## src/rtl/mmc_sel_pkg.sv

```systemverilog
package mmc_sel_pkg;
   typedef enum logic [1:0] {
      ST_IDLE = 2'd0,
      ST_STEP = 2'd1,
      ST_SWAP = 2'd2,
      ST_FIN  = 2'd3
   } sel_state_e;
endpackage

```

## src/rtl/mmc_extreme_finder.sv

```systemverilog
module mmc_extreme_finder #(
   parameter int N_SM = 8,
   parameter int VW   = 10,
   localparam int IXW = (N_SM > 1) ? $clog2(N_SM) : 1
) (
   input  logic [N_SM*VW-1:0] volt_i,
   input  logic [N_SM-1:0]    elig_i,
   input  logic               find_max_i,
   output logic [IXW-1:0]     idx_o,
   output logic               found_o
);
   logic [VW-1:0] best;

   // Linear scan, strict compare keeps the lowest index on ties.
   always_comb begin
      idx_o   = '0;
      found_o = 1'b0;
      best    = '0;
      for (int i = 0; i < N_SM; i++) begin
         if (elig_i[i]) begin
            if (!found_o ||
                ( find_max_i && (volt_i[i*VW +: VW] > best)) ||
                (!find_max_i && (volt_i[i*VW +: VW] < best))) begin
               found_o = 1'b1;
               best    = volt_i[i*VW +: VW];
               idx_o   = IXW'(i);
            end
         end
      end
   end
endmodule

```

## src/rtl/mmc_maxmin_sel.sv

```systemverilog
module mmc_maxmin_sel
   import mmc_sel_pkg::*;
#(
   parameter int N_SM = 8,
   parameter int VW   = 10,
   parameter int IW   = 8,
   localparam int CW  = $clog2(N_SM + 1),
   localparam int IXW = (N_SM > 1) ? $clog2(N_SM) : 1
) (
   input  logic                 clk,
   input  logic                 rst_n,
   input  logic                 start_i,
   input  logic [CW-1:0]        req_cnt_i,
   input  logic signed [IW-1:0] arm_cur_i,
   input  logic [N_SM*VW-1:0]   volt_i,
   input  logic [VW-1:0]        thresh_i,
   output logic                 busy_o,
   output logic                 done_o,
   output logic [N_SM-1:0]      ins_o
);
   generate
      if (N_SM < 2) begin : g_bad_n
         $error("mmc_maxmin_sel: N_SM must be at least 2");
      end
      if (VW < 2) begin : g_bad_vw
         $error("mmc_maxmin_sel: VW must be at least 2");
      end
      if (IW < 2) begin : g_bad_iw
         $error("mmc_maxmin_sel: IW must be at least 2");
      end
   endgenerate

   sel_state_e           state_q;
   logic [N_SM-1:0]      ins_q;
   logic [CW-1:0]        prev_q;
   logic [CW-1:0]        rem_q;
   logic                 up_q;
   logic                 dis_q;
   logic [N_SM*VW-1:0]   volt_q;
   logic [VW-1:0]        thr_q;

   logic [CW-1:0]        req_clamp;
   logic [IXW-1:0]       a_idx, b_idx;
   logic                 a_ok, b_ok;
   logic [VW-1:0]        va, vb, gap;

   assign req_clamp = (req_cnt_i > CW'(N_SM)) ? CW'(N_SM) : req_cnt_i;

   // Scan over inserted modules: max when charging, min when discharging.
   mmc_extreme_finder #(.N_SM(N_SM), .VW(VW)) u_find_ins (
      .volt_i     (volt_q),
      .elig_i     (ins_q),
      .find_max_i (~dis_q),
      .idx_o      (a_idx),
      .found_o    (a_ok)
   );

   // Scan over bypassed modules: min when charging, max when discharging.
   mmc_extreme_finder #(.N_SM(N_SM), .VW(VW)) u_find_byp (
      .volt_i     (volt_q),
      .elig_i     (~ins_q),
      .find_max_i (dis_q),
      .idx_o      (b_idx),
      .found_o    (b_ok)
   );

   assign va  = volt_q[a_idx*VW +: VW];
   assign vb  = volt_q[b_idx*VW +: VW];
   assign gap = (va > vb) ? (va - vb) : (vb - va);

   always_ff @(posedge clk or negedge rst_n) begin
      if (!rst_n) begin
         state_q <= ST_IDLE;
         ins_q   <= '0;
         prev_q  <= '0;
         rem_q   <= '0;
         up_q    <= 1'b0;
         dis_q   <= 1'b0;
         volt_q  <= '0;
         thr_q   <= '0;
      end else begin
         unique case (state_q)
            ST_IDLE: begin
               if (start_i) begin
                  volt_q <= volt_i;
                  thr_q  <= thresh_i;
                  dis_q  <= arm_cur_i[IW-1];
                  prev_q <= req_clamp;
                  if (req_clamp > prev_q) begin
                     up_q    <= 1'b1;
                     rem_q   <= req_clamp - prev_q;
                     state_q <= ST_STEP;
                  end else if (req_clamp < prev_q) begin
                     up_q    <= 1'b0;
                     rem_q   <= prev_q - req_clamp;
                     state_q <= ST_STEP;
                  end else begin
                     state_q <= ST_SWAP;
                  end
               end
            end
            ST_STEP: begin
               if (up_q && b_ok) ins_q[b_idx] <= 1'b1;
               if (!up_q && a_ok) ins_q[a_idx] <= 1'b0;
               rem_q <= rem_q - 1'b1;
               if (rem_q <= CW'(1)) state_q <= ST_FIN;
            end
            ST_SWAP: begin
               if (a_ok && b_ok && (gap > thr_q)) begin
                  ins_q[a_idx] <= 1'b0;
                  ins_q[b_idx] <= 1'b1;
               end
               state_q <= ST_FIN;
            end
            default: state_q <= ST_IDLE;
         endcase
      end
   end

   assign busy_o = (state_q != ST_IDLE);
   assign done_o = (state_q == ST_FIN);
   assign ins_o  = ins_q;
endmodule

```

## config.mk

```make
export PLATFORM = sky130hd
export DESIGN_NAME = mmc_maxmin_sel
export DESIGN_NICKNAME = d
export VERILOG_FILES = /design/src/rtl/mmc_sel_pkg.sv /design/src/rtl/mmc_extreme_finder.sv /design/src/rtl/mmc_maxmin_sel.sv
export SDC_FILE = /design/constraint.sdc
export NUM_CORES = 1
export LEC_CHECK = 0
export BUFFER_PORTS_ARGS = -buffer_cell sky130_fd_sc_hd__buf_2
export CORE_ASPECT_RATIO = 1.1
export CORE_MARGIN = 3
export CORE_UTILIZATION = 56
export CTS_BUF_LIST = sky130_fd_sc_hd__clkbuf_8 sky130_fd_sc_hd__clkbuf_16
export DETAILED_ROUTE_END_ITERATION = 10
export PLACE_DENSITY = 0.9
export SLEW_MARGIN = 20
export SYNTH_ARGS = -nofsm -noshare
export SYNTH_HDL_FRONTEND = slang
export SYNTH_SLANG_ARGS = --single-unit
```

## constraint.sdc

```tcl
create_clock -name clk -period 18.5 [get_ports clk]
set_input_delay 1.85 -clock clk [delete_from_list [all_inputs] [get_ports clk]]
set_output_delay 1.85 -clock clk [all_outputs]
set_load 0.01 [all_outputs]
```

==> results.sh <==
export IMPL_hold_buffers=0
export IMPL_portBuffers=107
export IMPL_clk_pin_slew_ps=90
export IMPL_holdCritPathClass="reg -> reg"
export IMPL_violations="setup timing"
export IMPL_ys_ff_latch=110
export IMPL_die_area_um2=24000
export IMPL_maxSlewViolCount=0
export IMPL_period_share_pct=100
export IMPL_cp_end_kind="register"
export IMPL_area_growth_pct=36.3
export IMPL_yosysUniqueCellTypes=86
export IMPL_synth_fp_nets=1704
export IMPL_grt_total_usage_pct=35.7
export IMPL_worstPathRequired_ps=18810
export IMPL_final_cell_area_um2=16900
export IMPL_layout_drive_gt1_share_pct=42.3
export IMPL_grt_pass1_vias=12909
export IMPL_slowest_delay_ps=450
export IMPL_seq_area_um2=2760
export IMPL_worstPathMaxFanout=14
export IMPL_cts_buffers_inserted=9
export IMPL_crit_path_start_kind="register"
export IMPL_fillerInstances=1373
export IMPL_vias=13817
export IMPL_antenna_cells=0
export IMPL_skew_ps=11.1
export IMPL_fin_crit_ps=18530
export IMPL_clock_latency_ps=390
export IMPL_wl_per_cell_um=25.1
export IMPL_coreArea_um2=21500
export IMPL_detail_route_vias_per_cell=6.88
export IMPL_dieWidth_um=148
export IMPL_clock_sinks=110
export IMPL_cp_common_cell="buf_4"
export IMPL_final_cells=2007
export IMPL_drc_errors=0
export IMPL_fin_nets=2003
export IMPL_first_pass_iters=6
export IMPL_layout_setup_ws_ps=-31.1
export IMPL_cts_tree="built"
export IMPL_status="complete, but fails checks"
export IMPL_cap_violations=0
export IMPL_synthArstFlopShare_pct=100
export IMPL_wl_um=50300
export IMPL_max_freq_mhz=54.0
export IMPL_clockBufferDepth=2
export IMPL_die_h_um=162
export IMPL_io_pins=115
export IMPL_grt_antenna_before_repair=2
export IMPL_syn_avg_cell_area_um2=8.78
export IMPL_start_util_pct=57.6
export IMPL_slew_headroom_pct=44.1
export IMPL_multi_input_area_um2=10600
export IMPL_placed_cell_area_um2=14500
export IMPL_finalWeightedCongestion=0.995
export IMPL_grt_max_degree=61
export IMPL_finalHoldViolCount=0
export IMPL_clock_root_buffer="clkbuf_16"
export IMPL_synth_area_um2=12400
export IMPL_synth_seq_area_share_pct=22.2
export IMPL_dp_cells=1933
export IMPL_drt_initial_drc_count=1509
export IMPL_setup_violations=1
export IMPL_cp_slowest_cell="dfrtp_2"
export IMPL_fin_util_pct=78.6
export IMPL_synthCells=1413
export IMPL_synth_edf_count=0
export IMPL_num_rows=56
export IMPL_place_hpwl_um=33700
export IMPL_cts_htree_levels=3
export IMPL_grt_overflow=0
export IMPL_grt_pass1_wl_um=67200
export IMPL_synth_main_ff_cell="dfrtp_1"
export IMPL_worst_slew_pin_transition_ps=834
export IMPL_criticalPathCategory="reg -> reg"
export IMPL_ant_nets=0
export IMPL_crit_arrival_ps=18840
export IMPL_yosysWarningCount=0
==> layer usage <==
layer	wire length [um]	vias to the layer above	GRT usage, %
met5	26	-	0
met4	4460	4	21.5
met3	4950	375	5.30
met2	23300	972	59.7
met1	17600	6499	43.6
li1	-	5967	-
==> final cells by class <==
cell class,instances,share of cell area [%]
Clock buffer,10,1.41
Clock inverter,6,0.451
Inverter,86,1.91
Multi-Input combinational cell,1154,62.7
Sequential cell,110,16.3
Tap cell,290,2.15
Timing Repair Buffer,351,15.1
==> cell usage after synthesis, drive strengths merged (7+ instances only) <==
| cell | instances | area share (%) |
|---|---|---|
| or3 | 8 | 0.44 |
| nor3 | 24 | 1.0 |
| a311oi | 10 | 0.71 |
| o211ai | 7 | 0.42 |
| o2bb2ai | 10 | 0.76 |
| nor2b | 16 | 0.81 |
| and3 | 16 | 0.81 |
| a21o | 10 | 0.61 |
| and4 | 17 | 1.2 |
| buf | 33 | 1.5 |
| inv | 86 | 2.6 |
| a21boi | 11 | 0.67 |
| a22o | 7 | 0.49 |
| nand2b | 22 | 1.1 |
| nor2 | 88 | 2.7 |
| a211o | 12 | 0.85 |
| o31a | 10 | 0.71 |
| a2111oi | 11 | 1.1 |
| nand2 | 111 | 3.4 |
| o31ai | 17 | 1.1 |
| a22oi | 18 | 1.1 |
| ha | 182 | 18 |
| nand4 | 34 | 1.7 |
| nand3 | 31 | 1.3 |
| a31oi | 10 | 0.50 |
| mux2 | 105 | 9.6 |
| mux2i | 47 | 3.9 |
| a21oi | 85 | 3.5 |
| a221oi | 19 | 1.3 |
| dfrtp | 110 | 22 |
| o21a | 15 | 0.91 |
| clkbuf | 32 | 0.97 |
| o21ai | 66 | 2.7 |
| a211oi | 23 | 1.5 |
| or2 | 13 | 0.66 |
| and2 | 14 | 0.71 |
==> state kept, by name, summed over array words and instances, names as in the netlist <==
name	count
volt_q	80
thr_q	10
ins_o	8
prev_q	4
rem_q	4
state_q	2
dis_q	1
up_q	1
==> worst paths after layout <==
path | to | start | cells after the start | slack, ps
min in group asynchronous | volt_q[29]$_DFFE_PN0P_ | rst_n | 1 | 1490
min reg2reg | prev_q[3]$_DFFE_PN0P_ | prev_q[3]$_DFFE_PN0P_ | 1 | 510
max | ins_o[7]$_DFFE_PN0P_ | ins_o[0]$_DFFE_PN0P_ | 92 | -30
max in group asynchronous | volt_q[6]$_DFFE_PN0P_ | rst_n | 2 | 15680
min | prev_q[3]$_DFFE_PN0P_ | prev_q[3]$_DFFE_PN0P_ | 1 | 510
max reg2reg | ins_o[7]$_DFFE_PN0P_ | ins_o[0]$_DFFE_PN0P_ | 92 | -30
==> repair_timing <==
item | CTS | global route
pin swaps | 2 | 94
gates resized for setup | 23 | 300
cloned | 0 | 10
buffers inserted | 3 | 45
endpoints found under the setup margin | 8 | 8
==> cells in the final DEF, fill, tap and decap left out, types with 14 or more instances in the layout <==
cell      Yosys  routed
o21ai_0      49      32
nand2_1     108     103
mux2_2      104     104
ha_1        182     156
nor2_1       87      76
buf_2        19     109
nor2b_1      16      14
mux2i_1      46      38
a211oi_2      2      16
a21oi_1      84      68
nand4_1      34      34
buf_4         5     213
and4_1       17      14
o21ai_2       1      18
dfrtp_1     110     103
inv_1        85      84
nand3_1      31      29
nand2b_1     22      17
buf_6         3      20
a21oi_2       1      16
ha_4          0      25
==> cells by family (layout without fill, tap and decap cells) <==
group	Yosys count	after routing	synth area share (%)
adders and majority gates	186	186	19.0
AOI/OAI and AO/OA	393	393	22.6
buffers and inverters	151	453	5.10
and+or+nand+nor	413	414	17.1
muxes	152	153	13.5
DFF	110	110	22.2
xor gates and xnor gates	8	8	0.565
==> per-stage QoR <==
stage | hold slack [ps] | setup WS [ps] | TNS, ps
floorplan | 478 | 26.8 | 0
global placement | 489 | -158 | -936
detailed placement | 493 | -353 | -2410
CTS | 512 | 24.3 | 0
global route | 519 | -627 | -4280
finish | 510 | -31.1 | -31.1
==> worst max-delay path, delay by kind of cell, from the launching register on <==
family | cells | cell delay, ps
compound gates | 38 | 7420
simple gates | 26 | 4700
buf+inv | 17 | 2560
fa+ha+maj | 9 | 2550
mux | 2 | 670
flops | 1 | 450
Power is not shown: default switching activity piles up to over one toggle a cycle in this logic, so the estimate is an artifact.
